## src/rtl/ecc_guard_pkg.sv

```systemverilog
package ecc_guard_pkg;
   // Hamming position of data bit idx: the idx-th non-power-of-two from 3 up
   function automatic int unsigned data_pos(int unsigned idx);
      int unsigned q;
      int unsigned n;
      int unsigned p;
      q = 2;
      n = 0;
      p = 0;
      while (p == 0) begin
         q = q + 1;
         if ((q & (q - 1)) != 0) begin
            if (n == idx) p = q;
            n = n + 1;
         end
      end
      return p;
   endfunction
endpackage

```

## src/rtl/ecc_guard_enc.sv

```systemverilog
module ecc_guard_enc #(
   parameter int unsigned DATA_W = 64,
   parameter int unsigned CHK_W  = 8
) (
   input  logic [DATA_W-1:0] data,
   output logic [CHK_W-1:0]  code
);
   localparam int unsigned HAM_W = CHK_W - 1;

   logic [HAM_W-1:0] pos_tab [DATA_W];
   logic [HAM_W-1:0] ham;

   for (genvar i = 0; i < DATA_W; i++) begin : g_pos
      localparam int unsigned P = ecc_guard_pkg::data_pos(i);
      assign pos_tab[i] = HAM_W'(P);
   end

   always_comb begin
      ham = '0;
      for (int j = 0; j < HAM_W; j++) begin
         for (int i = 0; i < DATA_W; i++) begin
            ham[j] = ham[j] ^ (data[i] & pos_tab[i][j]);
         end
      end
   end

   assign code = {^{data, ham}, ham};
endmodule

```

## src/rtl/ecc_guard_dec.sv

```systemverilog
module ecc_guard_dec #(
   parameter int unsigned DATA_W = 64,
   parameter int unsigned CHK_W  = 8
) (
   input  logic [DATA_W-1:0] data,
   input  logic [CHK_W-1:0]  code,
   output logic [CHK_W-1:0]  syndrome,
   output logic              single,
   output logic              dbl,
   output logic [DATA_W-1:0] fixed
);
   localparam int unsigned HAM_W   = CHK_W - 1;
   localparam logic [HAM_W-1:0] TOP_P = HAM_W'(DATA_W + HAM_W);

   logic [CHK_W-1:0] recalc;
   logic [HAM_W-1:0] s_low;

   ecc_guard_enc #(.DATA_W(DATA_W), .CHK_W(CHK_W)) u_enc (
      .data (data),
      .code (recalc)
   );

   assign s_low    = recalc[HAM_W-1:0] ^ code[HAM_W-1:0];
   // overall parity of all stored bits, expressed through the recomputed code
   assign syndrome = {recalc[CHK_W-1] ^ code[CHK_W-1] ^ (^s_low), s_low};
   assign single   = syndrome[CHK_W-1] && (s_low <= TOP_P);
   assign dbl      = !single && (syndrome != '0);

   for (genvar i = 0; i < DATA_W; i++) begin : g_fix
      localparam int unsigned P = ecc_guard_pkg::data_pos(i);
      assign fixed[i] = data[i] ^ (single && (s_low == HAM_W'(P)));
   end
endmodule

```

## src/rtl/ecc_guard_store.sv

```systemverilog
module ecc_guard_store #(
   parameter int unsigned WORD_W = 72,
   parameter int unsigned ADDR_W = 4
) (
   input  logic              clk,
   input  logic              rst_n,
   input  logic              wr_en,
   input  logic [ADDR_W-1:0] wr_addr,
   input  logic [WORD_W-1:0] wr_word,
   input  logic              rd_req,
   input  logic [ADDR_W-1:0] rd_addr,
   output logic              rd_valid,
   output logic [WORD_W-1:0] rd_word,
   output logic [ADDR_W-1:0] rd_addr_q
);
   localparam int unsigned DEPTH = 1 << ADDR_W;

   logic [WORD_W-1:0] mem [DEPTH];

   // read-before-write on a same-cycle address match
   always_ff @(posedge clk) begin
      if (wr_en) mem[wr_addr] <= wr_word;
      if (rd_req) begin
         rd_word   <= mem[rd_addr];
         rd_addr_q <= rd_addr;
      end
   end

   always_ff @(posedge clk or negedge rst_n) begin
      if (!rst_n) rd_valid <= 1'b0;
      else        rd_valid <= rd_req;
   end
endmodule

```

## src/rtl/ecc_guard_log.sv

```systemverilog
module ecc_guard_log #(
   parameter int unsigned CHK_W  = 8,
   parameter int unsigned ADDR_W = 4
) (
   input  logic              clk,
   input  logic              rst_n,
   input  logic              cap,
   input  logic              clr,
   input  logic [CHK_W-1:0]  cap_syn,
   input  logic [ADDR_W-1:0] cap_addr,
   output logic              log_valid,
   output logic [CHK_W-1:0]  log_syn,
   output logic [ADDR_W-1:0] log_addr
);
   always_ff @(posedge clk or negedge rst_n) begin
      if (!rst_n) begin
         log_valid <= 1'b0;
         log_syn   <= '0;
         log_addr  <= '0;
      end else begin
         if (clr) log_valid <= 1'b0;
         // a fresh error outranks a clear on the same edge
         if (cap && (!log_valid || clr)) begin
            log_valid <= 1'b1;
            log_syn   <= cap_syn;
            log_addr  <= cap_addr;
         end
      end
   end
endmodule

```

## src/rtl/ecc_mem_guard.sv

```systemverilog
module ecc_mem_guard #(
   parameter int unsigned DATA_W = 64,
   parameter int unsigned CHK_W  = 8,
   parameter int unsigned ADDR_W = 4
) (
   input  logic              clk,
   input  logic              rst_n,
   input  logic              wr_en,
   input  logic [ADDR_W-1:0] wr_addr,
   input  logic [DATA_W-1:0] wr_data,
   input  logic              rd_req,
   input  logic [ADDR_W-1:0] rd_addr,
   output logic              rd_valid,
   output logic [DATA_W-1:0] rd_data,
   output logic [CHK_W-1:0]  rd_code,
   output logic              rd_single,
   output logic              rd_double,
   output logic [CHK_W-1:0]  rd_syndrome,
   input  logic              reg_we,
   input  logic [1:0]        reg_sel,
   input  logic [CHK_W-1:0]  reg_wdata,
   output logic              log_valid,
   output logic [CHK_W-1:0]  log_syndrome,
   output logic [ADDR_W-1:0] log_addr,
   output logic              irq
);
   localparam int unsigned HAM_W  = CHK_W - 1;
   localparam int unsigned WORD_W = DATA_W + CHK_W;

   if (CHK_W < 3) begin : g_bad_chk
      $error("CHK_W must be at least 3");
   end
   if (DATA_W + HAM_W >= (1 << HAM_W)) begin : g_bad_fit
      $error("DATA_W does not fit the Hamming code of CHK_W bits");
   end

   logic [CHK_W-1:0]  mask_q;
   logic              rpt_en;
   logic              cor_en;
   logic              clr_req;
   logic [CHK_W-1:0]  wr_code;
   logic [WORD_W-1:0] raw_word;
   logic [DATA_W-1:0] raw_data;
   logic [CHK_W-1:0]  raw_code;
   logic [ADDR_W-1:0] raw_addr;
   logic [CHK_W-1:0]  syn;
   logic              single;
   logic              dbl;
   logic [DATA_W-1:0] fixed_data;
   logic [CHK_W-1:0]  fixed_code;
   logic              use_fix;

   always_ff @(posedge clk or negedge rst_n) begin
      if (!rst_n) begin
         mask_q <= '0;
         rpt_en <= 1'b0;
         cor_en <= 1'b0;
      end else if (reg_we) begin
         case (reg_sel)
            2'd0:    mask_q <= reg_wdata;
            2'd1:    {cor_en, rpt_en} <= reg_wdata[1:0];
            default: ;
         endcase
      end
   end

   assign clr_req = reg_we && (reg_sel == 2'd2) && reg_wdata[0];

   ecc_guard_enc #(.DATA_W(DATA_W), .CHK_W(CHK_W)) u_wenc (
      .data (wr_data),
      .code (wr_code)
   );

   ecc_guard_store #(.WORD_W(WORD_W), .ADDR_W(ADDR_W)) u_store (
      .clk       (clk),
      .rst_n     (rst_n),
      .wr_en     (wr_en),
      .wr_addr   (wr_addr),
      .wr_word   ({wr_code ^ mask_q, wr_data}),
      .rd_req    (rd_req),
      .rd_addr   (rd_addr),
      .rd_valid  (rd_valid),
      .rd_word   (raw_word),
      .rd_addr_q (raw_addr)
   );

   assign raw_code = raw_word[WORD_W-1:DATA_W];
   assign raw_data = raw_word[DATA_W-1:0];

   ecc_guard_dec #(.DATA_W(DATA_W), .CHK_W(CHK_W)) u_dec (
      .data     (raw_data),
      .code     (raw_code),
      .syndrome (syn),
      .single   (single),
      .dbl      (dbl),
      .fixed    (fixed_data)
   );

   ecc_guard_enc #(.DATA_W(DATA_W), .CHK_W(CHK_W)) u_renc (
      .data (fixed_data),
      .code (fixed_code)
   );

   assign use_fix     = cor_en && single;
   assign rd_data     = use_fix ? fixed_data : raw_data;
   assign rd_code     = use_fix ? fixed_code : raw_code;
   assign rd_single   = rd_valid && single;
   assign rd_double   = rd_valid && dbl;
   assign rd_syndrome = syn;

   ecc_guard_log #(.CHK_W(CHK_W), .ADDR_W(ADDR_W)) u_log (
      .clk       (clk),
      .rst_n     (rst_n),
      .cap       (rd_single && rpt_en),
      .clr       (clr_req),
      .cap_syn   (syn),
      .cap_addr  (raw_addr),
      .log_valid (log_valid),
      .log_syn   (log_syndrome),
      .log_addr  (log_addr)
   );

   assign irq = log_valid && rpt_en;
endmodule

```

## config.mk

```make
export PLATFORM = sky130hd
export DESIGN_NAME = ecc_mem_guard
export DESIGN_NICKNAME = d
export VERILOG_FILES = /design/src/rtl/ecc_guard_pkg.sv /design/src/rtl/ecc_guard_enc.sv /design/src/rtl/ecc_guard_dec.sv /design/src/rtl/ecc_guard_store.sv /design/src/rtl/ecc_guard_log.sv /design/src/rtl/ecc_mem_guard.sv
export SDC_FILE = /design/constraint.sdc
export NUM_CORES = 1
export LEC_CHECK = 0
export ABC_CLOCK_PERIOD_IN_PS = 8570
export BUFFER_PORTS_ARGS = -buffer_cell sky130_fd_sc_hd__clkbuf_2
export CORE_ASPECT_RATIO = 1.1
export CORE_UTILIZATION = 56
export CTS_BUF_LIST = sky130_fd_sc_hd__clkbuf_8
export CTS_CLUSTER_SIZE = 28
export DETAILED_ROUTE_END_ITERATION = 10
export PLACE_DENSITY = 0.75
export SLEW_MARGIN = 5
export SYNTH_ARGS = -nofsm -noshare
export SYNTH_HDL_FRONTEND = slang
export SYNTH_HIERARCHICAL = 1
export SYNTH_SLANG_ARGS = --single-unit
```

## constraint.sdc

```tcl
create_clock -name clk -period 8.57 [get_ports clk]
set_input_delay 1.714 -clock clk [delete_from_list [all_inputs] [get_ports clk]]
set_output_delay 1.714 -clock clk [all_outputs]
set_load 0.01 [all_outputs]
```

==> key figures <==
Run status
  – Outcome: finished with violations
  – Failing checks: negative setup slack

Routing
  – Drt initial violations: 3058
  – Drt pass-1 iters: 6
  – Drt total wl: 137 mm
  – Via density: 6.29
  – WL per Instance: 31.6 um
  – Via count: 27300
  – Final ANT Viol Nets: 0
  – DRC viols: 0

Synth
  – Synth Flop Type: edfxtp_1
  – Post-synth EDFFs: 1228
  – Yosys top cell area share: 69.3%
  – Commonest cells in the synthesized netlist: 1228 x edfxtp_1, 288 x mux4_2, 238 x xnor2_1, 144 x a22oi_1, 84 x mux2_2
  – Post-synth top area cell: edfxtp_1
  – Top post-synthesis cells by area: edfxtp_1 69%, mux4_2 12%, xnor2_1 3.9%
  – Syn. warnings: 6
  – Most common cell in the netlist: edfxtp_1
  – Synth async-reset ratio: 1.92%
  – Mapped Cells: 2531
  – Seq/Total Area, Yosys: 70.5%
  – Synthesized area per cell: 21.0 um2
  – Post-Syn Area: 53200 um2
  – Syn_nets: 2627
  – Seq cells post-synth: 1252
  – Post-synthesis cell type count: 48

Placement
  – GPL Wtd Cong: 0.957
  – Dpl ws: 125 ps
  – HPWL after DPL: 82.0 mm
  – IO buf count: 183

Global routing
  – Number of antenna violations at the first check in global routing: 12
  – Gr ovfl total: 0
  – First-pass GRT wire length: 196 mm
  – Largest net degree at the start of global routing: 116
  – Number of global-route vias before repair: 27700
  – Aggregate global-route resource usage: 29.1%

Worst setup path
  – Crit path buf inv count: 6
  – Crit end category: output port
  – Crit path top cell by count: xnor3_2
  – CP cell instances: buf_4, xnor2_1, xnor2_1, xnor3_1, xnor3_2, xor2_2, ha_4, xnor3_2, xnor2_4, nor4_4, buf_4, buf_12, nand3_2, xnor2_2, buf_4, xnor3_2, xnor3_2, buf_4, xnor3_2, xnor3_2, xnor2_2, xnor3_1, mux2_2, clkbuf_2
  – Critical-path top delay cell: edfxtp_1
  – Startpoint Class: flop
  – CP delay by family, top: XOR/XNOR gates
  – CP max FO: 7
  – CP required: 6860 ps
  – WP data arrival: 7270 ps
  – Worst setup path class: flop to output port
  – CP max stage delay: 490 ps

Final layout
  – Final core occ: 64.1%
  – Layout cell share with drive strength beyond 1: 35.2%
  – Nets: 3029
  – Layout area overhead: 13.4%

Timing
  – Max Freq: 0.111 GHz
  – RSZ-0062 raised after global routing: true
  – Actual slew at the worst max-slew pin: 1130 ps
  – Headroom to the max-slew limit: 24.7%
  – Crit path time final: 8980 ps
  – Clk_skew: 34.6 ps
  – Final Hold Fails: 0
  – Fin worst setup slack: -415 ps
  – Hold slack: 491 ps
  – Final Slew Violations: 0
  – Final period utilization: 105%
  – Final setup viols: 1

Worst hold path
  – Worst Hold Class: flop to flop

Die
  – Core area: 94000 um2
  – Die area: 96200 um2
  – Initial Util: 56.5%
  – Site Rows: 118
  – Die height: 325 um
  – Io pins: 184
  – Die width: 296 um

Clock tree
  – Clock sink total: 1252
  – Clk_lat worst skew: 840 ps
  – H-Tree Level Count: 4
  – TritonCTS clock tree: built
  – CTS clk-pin slew, worst paths: 60 ps
  – Root Buffer: clkbuf_8
  – Max Root-Sink Buffers: 3
  – TritonCTS buffer count: 188

Flow run
  – Max-cap violation count: 0
==> per-layer routing <==
metal | wire, um | GRT usage [%]
met5 | 56 | 0
met4 | 4160 | 9.47
met3 | 13400 | 5.36
met2 | 67000 | 46.4
met1 | 52500 | 40.9
==> state kept, by name, indices dropped and copies added (netlist names) <==
name               count
u_store/mem         1152
u_store/rd_word       72
u_store/rd_valid       1
cor_en                 1
u_store/rd_addr_q      4
u_log/log_syn          8
u_log/log_addr         4
u_log/log_valid        1
rpt_en                 1
mask_q                 8
==> stage by stage <==
step	instances	cell area, um2	TNS (ps)
floorplan	2531	53200	0
global placement	3954	55900	0
detailed placement	3954	55900	0
CTS	4315	59900	-477
global route	4343	60300	-686
finish	4345	60300	-415
==> kinds of logic after synthesis <==
family,count (synthesis),synth area share [%]
buffers and inverters,132,1.58
DFF,1252,70.5
adders and majority gates,9,0.212
AOI/OAI and AO/OA,146,2.05
and+or+nand+nor,193,1.84
xor gates and xnor gates,417,9.59
muxes,382,14.3
==> what timing repair did <==
action,CTS,global route
setup buffers,25,23
setup endpoints to repair,6,7
hold buffers,0,0
gates cloned,0,1
gates resized for setup,52,24
pin swaps,30,16
==> worst paths after layout <==
check / slack [ps] / depth (start not counted) / start / to
max: -410 / 24 / u_store/rd_word[8] / rd_code[7]
max reg2reg: 3680 / 15 / u_store/rd_word[8] / u_log/log_addr[2]
max in group asynchronous: 7170 / 1 / rst_n / mask_q[6]
min: 490 / 1 / u_store/rd_addr_q[0] / u_log/log_addr[0]
min reg2reg: 490 / 1 / u_store/rd_addr_q[0] / u_log/log_addr[0]
min in group asynchronous: 920 / 1 / rst_n / u_log/log_syn[2]
==> cells in the final DEF (no fill, tap or decap), types with 5 or more instances in the layout <==
cell type	count
xnor2_2	52
xnor3_1	63
xnor3_2	28
buf_12	7
nor2_1	7
buf_4	140
nand3_1	54
xnor2_1	195
clkbuf_8	195
edfxtp_1	1228
nor2_4	13
mux2_2	82
dfrtp_1	24
mux2_4	12
xor2_1	61
clkinv_2	15
clkinv_1	41
inv_1	74
nand3_2	5
mux4_2	288
nand2_1	82
ha_1	7
diode_2	6
xor2_2	12
clkbuf_2	180
a22oi_1	144
bufinv_16	5
==> area by class of cell <==
type                    count  area (um2)
clock buffers             195        2680
multi-input cells        1147       15500
clock inverters           141         835
diodes                      6        15.0
repair buffers            332        2170
flip-flops and latches   1252       37500
inverters                  12        45.0
well taps                1260        1580
fillers                  6141       33800
Power is not shown: default switching activity piles up to over one toggle a cycle in this logic, so the estimate is an artifact.
